==> src/rtl/spi_csr_pkg.sv <==
package spi_csr_pkg;

    localparam int BUS_AW = 8;
    localparam int BUS_DW = 32;
    localparam int CAUSE_N = 4;

    localparam logic [BUS_AW-1:0] ADR_ENG_RST  = 8'h40;
    localparam logic [BUS_AW-1:0] ADR_IRQ_EN   = 8'h80;
    localparam logic [BUS_AW-1:0] ADR_IRQ_PEND = 8'h84;
    localparam logic [BUS_AW-1:0] ADR_IRQ_RAW  = 8'h88;
    localparam logic [BUS_AW-1:0] ADR_SYNC_TAG = 8'hC0;
    localparam logic [BUS_AW-1:0] ADR_CMD_ROOM = 8'hD0;
    localparam logic [BUS_AW-1:0] ADR_TX_ROOM  = 8'hD4;
    localparam logic [BUS_AW-1:0] ADR_RX_FILL  = 8'hD8;
    localparam logic [BUS_AW-1:0] ADR_CMD_PORT = 8'hE0;
    localparam logic [BUS_AW-1:0] ADR_TX_PORT  = 8'hE4;
    localparam logic [BUS_AW-1:0] ADR_RX_POP   = 8'hE8;
    localparam logic [BUS_AW-1:0] ADR_RX_PEEK  = 8'hEC;

    // Cause vector: the bit order is visible to software.
    typedef struct packed {
        logic sync_evt;  // bit 3
        logic rx_high;   // bit 2
        logic tx_low;    // bit 1
        logic cmd_low;   // bit 0
    } cause_t;

    typedef enum logic [3:0] {
        SEL_NONE,
        SEL_ENG_RST,
        SEL_IRQ_EN,
        SEL_IRQ_PEND,
        SEL_IRQ_RAW,
        SEL_SYNC_TAG,
        SEL_CMD_ROOM,
        SEL_TX_ROOM,
        SEL_RX_FILL,
        SEL_CMD_PORT,
        SEL_TX_PORT,
        SEL_RX_POP,
        SEL_RX_PEEK
    } reg_sel_e;

    function automatic reg_sel_e decode_addr(input logic [BUS_AW-1:0] a);
        case (a)
            ADR_ENG_RST:  return SEL_ENG_RST;
            ADR_IRQ_EN:   return SEL_IRQ_EN;
            ADR_IRQ_PEND: return SEL_IRQ_PEND;
            ADR_IRQ_RAW:  return SEL_IRQ_RAW;
            ADR_SYNC_TAG: return SEL_SYNC_TAG;
            ADR_CMD_ROOM: return SEL_CMD_ROOM;
            ADR_TX_ROOM:  return SEL_TX_ROOM;
            ADR_RX_FILL:  return SEL_RX_FILL;
            ADR_CMD_PORT: return SEL_CMD_PORT;
            ADR_TX_PORT:  return SEL_TX_PORT;
            ADR_RX_POP:   return SEL_RX_POP;
            ADR_RX_PEEK:  return SEL_RX_PEEK;
            default:      return SEL_NONE;
        endcase
    endfunction

endpackage

==> src/rtl/spi_csr_fifo_port.sv <==
module spi_csr_fifo_port
    import spi_csr_pkg::*;
#(
    parameter int CNT_W    = 5,
    parameter int CMD_W    = 16,
    parameter int CMD_MARK = 12,
    parameter int TX_MARK  = 12,
    parameter int RX_MARK  = 4
) (
    input  logic              wr_en,
    input  logic              rd_en,
    input  reg_sel_e          sel,
    input  logic [BUS_DW-1:0] wr_data,
    input  logic [CNT_W-1:0]  cmd_free,
    input  logic [CNT_W-1:0]  tx_free,
    input  logic [CNT_W-1:0]  rx_level,
    output logic              cmd_push,
    output logic [CMD_W-1:0]  cmd_data,
    output logic              tx_push,
    output logic [BUS_DW-1:0] tx_data,
    output logic              rx_pop,
    output logic [2:0]        level_cond
);

    localparam logic [CNT_W-1:0] CMD_MARK_V = CNT_W'(CMD_MARK);
    localparam logic [CNT_W-1:0] TX_MARK_V  = CNT_W'(TX_MARK);
    localparam logic [CNT_W-1:0] RX_MARK_V  = CNT_W'(RX_MARK);

    always_comb begin
        cmd_push = wr_en && (sel == SEL_CMD_PORT);
        tx_push  = wr_en && (sel == SEL_TX_PORT);
        rx_pop   = rd_en && (sel == SEL_RX_POP);
        cmd_data = wr_data[CMD_W-1:0];
        tx_data  = wr_data;
    end

    always_comb begin
        level_cond[0] = (cmd_free >= CMD_MARK_V);
        level_cond[1] = (tx_free  >= TX_MARK_V);
        level_cond[2] = (rx_level >= RX_MARK_V);
    end

endmodule

==> src/rtl/spi_csr_irq.sv <==
module spi_csr_irq
    import spi_csr_pkg::*;
#(
    parameter int ID_W = 8
) (
    input  logic               clk,
    input  logic               rst,
    input  logic               wr_en,
    input  reg_sel_e           sel,
    input  logic [BUS_DW-1:0]  wr_data,
    input  logic [2:0]         level_cond,
    input  logic               sync_valid,
    input  logic [ID_W-1:0]    sync_id,
    output cause_t             raw,
    output logic [CAUSE_N-1:0] enable,
    output logic [ID_W-1:0]    sync_tag,
    output logic               irq
);

    logic sync_flag;
    logic clr_sync;

    assign clr_sync = wr_en && (sel == SEL_IRQ_PEND) && wr_data[3];

    always_ff @(posedge clk) begin
        if (rst) begin
            enable    <= '0;
            sync_flag <= 1'b0;
            sync_tag  <= '0;
        end else begin
            if (wr_en && sel == SEL_IRQ_EN)
                enable <= wr_data[CAUSE_N-1:0];
            if (sync_valid) begin
                sync_flag <= 1'b1;
                sync_tag  <= sync_id;
            end else if (clr_sync) begin
                sync_flag <= 1'b0;
            end
        end
    end

    always_comb begin
        raw.cmd_low  = level_cond[0];
        raw.tx_low   = level_cond[1];
        raw.rx_high  = level_cond[2];
        raw.sync_evt = sync_flag;
        irq          = |(raw & enable);
    end


    sync_capture_chk: assert property (@(posedge clk) disable iff (rst)
        sync_valid |=> (raw.sync_evt && sync_tag == $past(sync_id)));


    sync_clear_chk: assert property (@(posedge clk) disable iff (rst)
        (wr_en && sel == SEL_IRQ_PEND && wr_data[3] && !sync_valid) |=> !raw.sync_evt);


    sync_hold_chk: assert property (@(posedge clk) disable iff (rst)
        (raw.sync_evt && !(wr_en && sel == SEL_IRQ_PEND && wr_data[3])) |=> raw.sync_evt);

endmodule

==> src/rtl/spi_csr_rdmux.sv <==
module spi_csr_rdmux
    import spi_csr_pkg::*;
#(
    parameter int CNT_W = 5,
    parameter int ID_W  = 8
) (
    input  logic               clk,
    input  logic               rst,
    input  logic               rd_en,
    input  reg_sel_e           sel,
    input  logic               eng_rst,
    input  logic [CAUSE_N-1:0] enable,
    input  cause_t             raw,
    input  logic [ID_W-1:0]    sync_tag,
    input  logic [CNT_W-1:0]   cmd_free,
    input  logic [CNT_W-1:0]   tx_free,
    input  logic [CNT_W-1:0]   rx_level,
    input  logic [BUS_DW-1:0]  rx_head,
    output logic [BUS_DW-1:0]  rd_data,
    output logic               rd_valid
);

    logic [BUS_DW-1:0] mux;

    always_comb begin
        mux = '0;
        case (sel)
            SEL_ENG_RST:  mux = BUS_DW'(eng_rst);
            SEL_IRQ_EN:   mux = BUS_DW'(enable);
            SEL_IRQ_PEND: mux = BUS_DW'(raw & enable);
            SEL_IRQ_RAW:  mux = BUS_DW'(raw);
            SEL_SYNC_TAG: mux = BUS_DW'(sync_tag);
            SEL_CMD_ROOM: mux = BUS_DW'(cmd_free);
            SEL_TX_ROOM:  mux = BUS_DW'(tx_free);
            SEL_RX_FILL:  mux = BUS_DW'(rx_level);
            SEL_RX_POP,
            SEL_RX_PEEK:  mux = rx_head;
            default:      mux = '0;
        endcase
    end

    always_ff @(posedge clk) begin
        if (rst) begin
            rd_data  <= '0;
            rd_valid <= 1'b0;
        end else begin
            rd_valid <= rd_en;
            if (rd_en)
                rd_data <= mux;
        end
    end


    rd_latency_chk: assert property (@(posedge clk) disable iff (rst)
        rd_en |=> rd_valid);


    rd_quiet_chk: assert property (@(posedge clk) disable iff (rst)
        !rd_en |=> !rd_valid);

endmodule

==> src/rtl/spi_csr_frontend.sv <==
module spi_csr_frontend
    import spi_csr_pkg::*;
#(
    parameter int CNT_W    = 5,
    parameter int CMD_W    = 16,
    parameter int ID_W     = 8,
    parameter int CMD_MARK = 12,
    parameter int TX_MARK  = 12,
    parameter int RX_MARK  = 4
) (
    input  logic              clk,
    input  logic              rst,
    input  logic              wr_en,
    input  logic              rd_en,
    input  logic [BUS_AW-1:0] addr,
    input  logic [BUS_DW-1:0] wr_data,
    output logic [BUS_DW-1:0] rd_data,
    output logic              rd_valid,
    input  logic [CNT_W-1:0]  cmd_free,
    input  logic [CNT_W-1:0]  tx_free,
    input  logic [CNT_W-1:0]  rx_level,
    input  logic [BUS_DW-1:0] rx_head,
    input  logic              sync_valid,
    input  logic [ID_W-1:0]   sync_id,
    output logic              cmd_push,
    output logic [CMD_W-1:0]  cmd_data,
    output logic              tx_push,
    output logic [BUS_DW-1:0] tx_data,
    output logic              rx_pop,
    output logic              engine_rst,
    output logic              irq
);

    reg_sel_e           sel;
    logic [2:0]         level_cond;
    cause_t             raw;
    logic [CAUSE_N-1:0] enable;
    logic [ID_W-1:0]    sync_tag;

    assign sel = decode_addr(addr);

    always_ff @(posedge clk) begin
        if (rst)
            engine_rst <= 1'b1;
        else if (wr_en && sel == SEL_ENG_RST)
            engine_rst <= wr_data[0];
    end

    spi_csr_fifo_port #(
        .CNT_W(CNT_W), .CMD_W(CMD_W),
        .CMD_MARK(CMD_MARK), .TX_MARK(TX_MARK), .RX_MARK(RX_MARK)
    ) u_port (
        .wr_en(wr_en), .rd_en(rd_en), .sel(sel), .wr_data(wr_data),
        .cmd_free(cmd_free), .tx_free(tx_free), .rx_level(rx_level),
        .cmd_push(cmd_push), .cmd_data(cmd_data),
        .tx_push(tx_push), .tx_data(tx_data),
        .rx_pop(rx_pop), .level_cond(level_cond)
    );

    spi_csr_irq #(.ID_W(ID_W)) u_irq (
        .clk(clk), .rst(rst), .wr_en(wr_en), .sel(sel), .wr_data(wr_data),
        .level_cond(level_cond), .sync_valid(sync_valid), .sync_id(sync_id),
        .raw(raw), .enable(enable), .sync_tag(sync_tag), .irq(irq)
    );

    spi_csr_rdmux #(.CNT_W(CNT_W), .ID_W(ID_W)) u_rd (
        .clk(clk), .rst(rst), .rd_en(rd_en), .sel(sel),
        .eng_rst(engine_rst), .enable(enable), .raw(raw), .sync_tag(sync_tag),
        .cmd_free(cmd_free), .tx_free(tx_free), .rx_level(rx_level),
        .rx_head(rx_head), .rd_data(rd_data), .rd_valid(rd_valid)
    );


    eng_rst_stable_chk: assert property (@(posedge clk) disable iff (rst)
        !(wr_en && addr == ADR_ENG_RST) |=> $stable(engine_rst));


    strobe_excl_chk: assert property (@(posedge clk) disable iff (rst)
        $onehot0({cmd_push, tx_push, rx_pop}));


    irq_cause_chk: assert property (@(posedge clk) disable iff (rst)
        irq |-> ((cmd_free >= CNT_W'(CMD_MARK) && enable[0]) ||
                 (tx_free  >= CNT_W'(TX_MARK)  && enable[1]) ||
                 (rx_level >= CNT_W'(RX_MARK)  && enable[2]) ||
                 (raw.sync_evt && enable[3])));

endmodule

==> config.mk <==
export PLATFORM = sky130hd
export DESIGN_NAME = spi_csr_frontend
export DESIGN_NICKNAME = d
export VERILOG_FILES = /design/src/rtl/spi_csr_pkg.sv /design/src/rtl/spi_csr_fifo_port.sv /design/src/rtl/spi_csr_irq.sv /design/src/rtl/spi_csr_rdmux.sv /design/src/rtl/spi_csr_frontend.sv
export SDC_FILE = /design/constraint.sdc
export NUM_CORES = 1
export LEC_CHECK = 0
export CAP_MARGIN = 10
export CELL_PAD_IN_SITES_DETAIL_PLACEMENT = 0
export CELL_PAD_IN_SITES_GLOBAL_PLACEMENT = 2
export CORE_ASPECT_RATIO = 1.1
export CORE_MARGIN = 8
export CORE_UTILIZATION = 20
export CTS_BUF_LIST = sky130_fd_sc_hd__clkbuf_2
export DETAILED_ROUTE_END_ITERATION = 7
export GPL_ROUTABILITY_DRIVEN = 0
export GPL_TIMING_DRIVEN = 0
export PLACE_DENSITY = 0.82
export SETUP_SLACK_MARGIN = 0.5
export SYNTH_ARGS = -nofsm -noshare
export SYNTH_HDL_FRONTEND = slang
export SYNTH_SLANG_ARGS = --single-unit
export TNS_END_PERCENT = 10
==> constraint.sdc <==
create_clock -name clk -period 2.2 [get_ports clk]
set_clock_uncertainty 0.15 [all_clocks]
set_input_delay 0.44 -clock clk [delete_from_list [all_inputs] [get_ports clk]]
set_output_delay 0.44 -clock clk [all_outputs]
set_load 0.01 [all_outputs]
* Yosys cells after proc, flatten, opt, wreduce, memory -nomap -nowiden
Cells that the tools add are included.
** Operators by class
- Equal/unequal tests :: 24
- $lt $le $gt $ge :: 3
- Bitwise operators :: 2
- Mux-type cells :: 4
- Reductions and logical operators :: 10
** Operator list (number)
- $pmux 32 s9 :: 1
- $eq 8x8->1 const B :: 11
- $pmux 4 s12 :: 1
- $eq 4x4->1 const B :: 5
- $eq 4x3->1 const B :: 4
- $ge 5x4->1 const B :: 2
- $and 4x4->4 :: 2
- $eq 4x2->1 const B :: 2
- $eq 8x7->1 const B :: 1
- $logic_and 1x1->1 :: 7
- $ge 5x3->1 const B :: 1
- $eq 4x1->1 const B :: 1
- $reduce_or 4->1 :: 1
- $mux 1 :: 2
- $reduce_bool 2->1 :: 1
- $reduce_or 2->1 :: 1
** Storage, ports and cells
- Output and inout bits :: 86
- Word-level logic and storage cells :: 49
- Input port bits :: 100
- Flip-flop bits (word level) :: 47

* Longest topological paths before layout
Gate-level depths: netlist (run 1).
- Word-level depth :: 7
- Depth in mapped cells :: 8
- Depth with buffers taken out :: 5

* Hierarchy
From an unflattened synthesis (run 1), not the netlist that was laid out.
** Second synthesis, totals
- Cells, all modules :: 349
- Area total of the unflattened synthesis :: 3022.9 um^2
** By module, submodules not included
- spi_csr_rdmux :: seq. area each 660.6 um^2, cells an instance 203, times used 1, area an instance 1745.4 um^2
- spi_csr_irq :: seq. area each 260.2 um^2, cells an instance 56, times used 1, area an instance 586.8 um^2
- spi_csr_fifo_port :: seq. area each 0.0 um^2, cells an instance 56, times used 1, area an instance 444.2 um^2
- spi_csr_frontend :: seq. area each 20.0 um^2, cells an instance 34, times used 1, area an instance 246.5 um^2

* Worst setup path after synthesis (run 1)
OpenSTA, ideal clock, no wires.
- Kind :: input to output
- From :: input port addr[5]
- To :: output port tx_push
- Arrival :: 1.703 ns
- Setup slack :: -0.093 ns
- Buffers on the path :: 1
- Cell stages on the path :: 5
- Data required time :: 1.610 ns
- Cells stage by stage :: buf_4 nor4b_4 a2111o_1 nand3_1 a2111oi_1
** Between the ends
- Longest elaborated chain between the ends :: 4
- Elaborated cells between the ends (all ways) :: 15
- Those cells by class :: eq/ne: 13; mux: 1; reduce/logical: 1
** Ends and longest elaborated chain
- start: declaration :: line spi_csr_frontend.sv:15 : input logic [BUS_AW-1:0] addr,
- $eq 8x8->1 or $eq 8x7->1 (tied branches) :: line spi_csr_pkg.sv:45 : case (a)
- $pmux 4 s12 * :: line spi_csr_pkg.sv:45
- $eq 4x4->1 * :: line spi_csr_fifo_port.sv:31 : tx_push = wr_en && (sel == SEL_TX_PORT);
- $logic_and 1x1->1 * :: line spi_csr_fifo_port.sv:31
- end: declaration :: line spi_csr_frontend.sv:27 : output logic tx_push,
Every way passes the cells marked *; elsewhere a longest branch is shown, timed or not.

* Final worst setup path (run 1)
- From :: input port addr[7]
- To :: output port tx_push
Same word-level chain as after synthesis.

==> metrics.yaml, run 1 <==
grt_first_pass_wirelength_mm: 17.1
path_cells: "buf_2, buf_6, buf_4, nand4b_1, o311ai_4, buf_4, a2111oi_4, buf_2"
tns_ps: -249
reg2reg_setup_slack_ps: 580
drtPass1Iterations: 4
place.detailed.hpwl_mm: 9.17
antenna_left: 0
status: "finished, violations left"
layout_setup_ws_ps: -138
slew_viol_final: 0
synthCells: 333
crit_path_end_kind: "output pin"
synthFlopType: "dfxtp_1"
die_height_um: 142
clkSinkCount: 47
netlist.area_leader.share_pct: 32.6
synth_fp_nets: 433
finalSetupViolCount: 2
io_pins: 186
drive_above_1_share_pct: 44.7
clkLatencyLatePin_ps: 420
cts_buffers: 5
start_util_pct: 20.2
vias_per_cell: 4.31
critPathLaunchType: "input port"
place_area_sq_um: 4730
syn_avg_cell_area_sq_um: 8.68
rsz0062_at_grt: "yes"
grt_use_total_pct: 11.9
timing.final.crit_share_pct: 106
synthTopCellsByArea: "dfxtp_1 (33%), buf_4 (14%), mux2i_1 (6.6%)"
wl_per_cell_um: 16.4
cpLargestDelayFamily: "buffers and inverters"
hold_violations: 0
antenna_found_initial: 0
power.density_nw_per_um2: 366
layout_common_cells: "clkdlybuf4s50_1 (87), buf_4 (70), nand2_1 (38)"
async_reset_ff_share_pct: 0
die-area_sq_um: 18600
slowest_stage: "a2111oi_4"
power.leakage_uw: 0.00197
htreeDepth: 2
antenna_cells: 0
p_int_uw: 1270
fillers: 1577
final_area_sq_um: 4860
vias: 3032
yosysWarnings: 0
synth_cell_types: 48
synth_seq_cells: 47
ctsLongestPathBuffers: 2
vdd_drop_max_mv: 0.117
tightest_slew_ps: 663
combPwrFrac_pct: 30.4
cts-root-buf: "clkbuf_2"
swShare_pct: 28.8
cts_tree: "built"
seq_power_share_pct: 49.5
cpPeakStageDelay_ps: 300
pre_cts_ws_ps: -1190
cp_data_arrival_time_ps: 1750
path_clk_slew_ps: 240
cp_num_buf_inv: 5
finalPower_uw: 1780
slew_headroom_pct: 55.8
final_common_cell: "clkdlybuf4s50_1"
portBuffers: 153
fin_crit_ps: 2340
fin_nets: 611
max_freq_mhz: 428
path_max_fanout: 6
p_clk_share_pct: 20.0
gr-total-overflow: 0
drt_iter0_drc: 117
yosys.area.top_type: "dfxtp_1"
grt_pass1_vias: 3082
required_ps: 1610
drc: 0
rows: 46
syn_to_final_growth_pct: 68.2
hold_class: "input port to register"
drt_wl_total_mm: 11.5
path_class: "input port to output pin"
core_area_sq_um: 14300
whs_ps: 155
grt_max_degree: 14
die_width_um: 131
violations: "setup timing"
synth_edf_count: 0
netSwitchingPower_uw: 512
yosysSeqAreaShare_pct: 32.6
netlist_area_sq_um: 2890
maxCapViolations: 0
==> stage by stage <==
step,std cells,utilization (%)
after floorplan,333,-
after global routing,704,34.0
after global placement,678,33.2
after detailed placement,678,33.2
final,704,34.0
after CTS,700,34.8
==> registers in the layout, summed over array words and instances, names as in the netlist <==
register / flops
u_irq.enable: 4
u_rd.rd_data: 32
engine_rst: 1
u_irq.sync_flag: 1
u_rd.rd_valid: 1
u_irq.sync_tag: 8
==> power by group through the flow <==
stage,sequential (uW),clock (uW),combinational (uW)
6_report,880,356,541
3_5_place_dp,897,0,517
4_1_cts,880,392,534
2_1_floorplan,897,0,228
3_3_place_gp,897,0,511
5_1_grt,883,434,579
==> cell usage after synthesis, types with 2 or more instances <==
| master | n |
|---|---|
| a2111oi_1 | 2 |
| a211oi_1 | 2 |
| a21oi_1 | 21 |
| a21oi_2 | 10 |
| a221oi_2 | 3 |
| a22oi_1 | 2 |
| a31oi_1 | 2 |
| a32oi_1 | 3 |
| and3_1 | 4 |
| and4b_1 | 2 |
| buf_12 | 3 |
| buf_2 | 2 |
| buf_4 | 53 |
| buf_6 | 5 |
| clkbuf_1 | 10 |
| dfxtp_1 | 47 |
| inv_1 | 3 |
| mux2i_1 | 19 |
| nand2_1 | 38 |
| nand2b_1 | 3 |
| nand3_1 | 20 |
| nand3_2 | 13 |
| nand4b_1 | 3 |
| nor2_1 | 26 |
| nor3_1 | 6 |
| nor4b_1 | 2 |
| o21ai_0 | 7 |
| or3_1 | 2 |
==> cell type report <==
type	count	area [sq um]	area share, %
multi-input cells	210	1540	31.7
repair buffers	171	1440	29.6
flip-flops and latches	47	986	20.3
plain buffers	73	602	12.4
well taps	192	240	4.94
clock buffers	6	30.0	0.618
inverters	3	11.3	0.232
clock inverters	2	7.51	0.155
==> final timing paths <==
path                                 startpoint               to  cells past startpoint
worst max-delay path                    addr[7]          tx_push                      8
worst min-delay path                 wr_data[0]       engine_rst                      3
worst max register to register  u_irq.sync_flag  u_rd.rd_data[3]                      6
worst min register to register  u_rd.rd_data[0]  u_rd.rd_data[0]                      2
==> routing by layer <==
metal | wire (um) | part of all wire, % | vias to the layer above | global-route usage [%]
met3 | 1080 | 9.3 | 14 | 3.86
met5 | 0 | 0 | - | 0
met4 | 191 | 1.7 | 0 | 3.27
met2 | 5750 | 50 | 130 | 20.7
li1 | - | - | 1485 | -
met1 | 4520 | 39 | 1403 | 13.5
==> cells by family after synthesis <==
group,Yosys count,synth area share [%]
AOI/OAI and AO/OA,63,15.9
xor gates and xnor gates,1,0.303
buffers and inverters,76,19.8
DFF,47,32.6
muxes,20,7.10
and+or+nand+nor,126,24.3
==> worst min-delay path, stage by stage <==
cell and delay (ps):
buf_4 130, mux2i_1 80, nand2b_1 70
==> timing repair <==
action	CTS	global route
endpoints found under the setup margin	84	42
gates resized for setup	209	61
pin swaps	15	9
setup buffers	13	4
hold buffers	0	0
endpoints found under the hold margin	0	0
cloned	1	0
Note: power is estimated with default switching activity, not from simulation.
==> inputs of run 2 (changes only) <==
--- a/config.mk
+++ b/config.mk
@@ -6,11 +6,9 @@
 export NUM_CORES = 1
 export LEC_CHECK = 0
 export CAP_MARGIN = 10
-export CELL_PAD_IN_SITES_DETAIL_PLACEMENT = 0
-export CELL_PAD_IN_SITES_GLOBAL_PLACEMENT = 2
 export CORE_ASPECT_RATIO = 1.1
 export CORE_MARGIN = 8
-export CORE_UTILIZATION = 20
+export CORE_UTILIZATION = 38
 export CTS_BUF_LIST = sky130_fd_sc_hd__clkbuf_2
 export DETAILED_ROUTE_END_ITERATION = 7
 export GPL_ROUTABILITY_DRIVEN = 0
@@ -20,4 +18,3 @@
 export SYNTH_ARGS = -nofsm -noshare
 export SYNTH_HDL_FRONTEND = slang
 export SYNTH_SLANG_ARGS = --single-unit
-export TNS_END_PERCENT = 10
==> run 2 against run 1 <==
The flow still finishes with violations (setup timing). Sequential share of layout area decreased by 0.64 points. Sequential power about the same. Global-route usage increased by 8.0 points. Non-clock buffer count increased by 21. Wire length decreased by 0.78%. Hold slack improved by 31 ps.
==> metrics.yaml, run 2 (synthesis gave the netlist of run 1 again) <==
finalNonFillerCells: 620
cp_num_buf_inv: 4
drive_above_1_share_pct: 49.3
die-area_sq_um: 10700
crit_path_end_kind: "output pin"
cts_buffers: 5
largest_reg_flops: 32
hold_class: "input port to register"
fin_nets: 632
io_pins: 186
grtUsageMet2_pct: 34.8
maxCapViolations: 0
path_common_cell: "buf_6"
drt_iter0_drc: 161
power.density_nw_per_um2: 366
power.leakage_uw: 0.00209
core_area_sq_um: 7430
slowest_stage: "nor4b_4"
gr-total-overflow: 0
vias_per_cell: 5.17
die_height_um: 107
grt_use_total_pct: 19.9
grt_max_degree: 16
top_regs: "u_rd.rd_data: 32 flops, u_irq.sync_tag: 8 flops, u_irq.enable: 4 flops"
start_util_pct: 38.9
ctsHoldBuffers: 0
layout.area.seq_sq_um: 987
max_freq_mhz: 415
antenna_left: 0
grt_pass1_vias: 3312
drc: 0
drt_wl_total_mm: 11.4
busiest_layer: "met2"
ctsLongestPathBuffers: 2
clkSinkCount: 47
finalSetupViolCount: 2
layout_setup_ws_ps: -209
fillers: 584
drtPass1Iterations: 4
rows: 33
cpPeakStageDelay_ps: 310
cp-startpoint: "addr[6]"
antenna_cells: 0
regMostFlops: "u_rd.rd_data"
violations: "setup timing"
die_width_um: 99.1
multi_input_area_sq_um: 1610
syn_to_final_growth_pct: 73.9
timing.final.crit_share_pct: 109
htreeDepth: 2
critPathLaunchType: "input port"
slew_headroom_pct: 57.2
path_clk_slew_ps: 250
required_ps: 1610
antenna_found_initial: 0
cp_data_arrival_time_ps: 1820
path_cells: "buf_6, buf_8, buf_6, nor4b_4, a2111o_1, nand3_2, a2111oi_4, buf_2"
path_max_fanout: 7
portBuffers: 153
clkLatencyLatePin_ps: 430
use_met3_pct: 6.34
layout_common_cells: "clkdlybuf4s50_1 (87), buf_4 (80), nand2_1 (38), clkbuf_2 (38), dfxtp_2 (37)"
post-place-cells: 573
cpLargestDelayFamily: "buffers and inverters"
reg2reg_setup_slack_ps: 580
vias: 3208
grt_first_pass_wirelength_mm: 17.3
tightest_slew_ps: 641
cts_tree: "built"
path_class: "input port to output pin"
slew_viol_final: 0
vdd_drop_max_mv: 0.357
wl_per_cell_um: 18.5
cts-root-buf: "clkbuf_2"
place.detailed.hpwl_mm: 8.06
tns_ps: -281
r2r_start: "u_irq.sync_flag"
use_met1_pct: 22.0
fin_crit_ps: 2410
hold_violations: 0
rsz0062_at_grt: "yes"
status: "finished, violations left"
min_from: "wr_data[0]"
final_common_cell: "clkdlybuf4s50_1"
## run 2: cell count changes in the layout (fill, tap and decap cells not counted), sizes merged
cell | previous run | this run
buf | 111 | 119
clkbuf | 38 | 46
clkdlybuf4s15 | 3 | 11
dlygate4sd2 | 11 | 7
inv | 3 | 4
## run 2: path summary, 6_finish.rpt
check / end / depth (start not counted)
worst min-delay path: engine_rst / 3
worst max register to register: u_rd.rd_data[3] / 6
worst max-delay path: tx_push / 8
worst min register to register: u_rd.rd_data[26] / 2
## run 2: routing by layer
metal / wire [um] / vias up
met2: 5790 / 180
met3: 979 / 30
met4: 342 / 0
met5: 0 / -
met1: 4330 / 1478
li1: - / 1520
## run 2: final cells by class
| class | count | area share, % |
|---|---|---|
| timing repair buffer | 192 | 32.7 |
| multi-input combinational | 210 | 32.0 |
| sequential | 47 | 19.7 |
| buffer | 73 | 12.4 |
| tap | 87 | 2.17 |
| clock buffer | 5 | 0.498 |
| clock inverter | 3 | 0.374 |
| inverter | 3 | 0.224 |
## run 2: report_power, final
part / internal [uW] / switching [uW] / total, uW
clock: 79.6 / 306 / 385
combinational: 338 / 236 / 573
sequential: 870 / 9.55 / 880
total: 1290 / 551 / 1840
## run 2: metrics by stage
step | hold slack (ps) | setup slack [ps] | area, sq um | power [uW] | util (%)
final | 186 | -209 | 5020 | 1840 | 67.6
after global routing | 167 | -272 | 5020 | 1930 | 67.6
after CTS | 165 | -166 | 5070 | 1830 | 68.2
after detailed placement | 306 | -929 | 4660 | 1410 | 62.7
after global placement | 289 | -928 | 4660 | 1400 | 62.7
after floorplan | 310 | 147 | 3020 | 1130 | -
## run 2: timing repair
action / 4_1_cts / 5_1_grt
pin swaps: 23 / 19
buffers inserted: 26 / 12
cloned: 1 / 0
gates resized for setup: 226 / 58
endpoints found under the setup margin: 84 / 43
## run 2: worst min-delay path, cell delays in order
cell,delay (ps)
buf_2,150
mux2i_1,100
nand2b_1,70
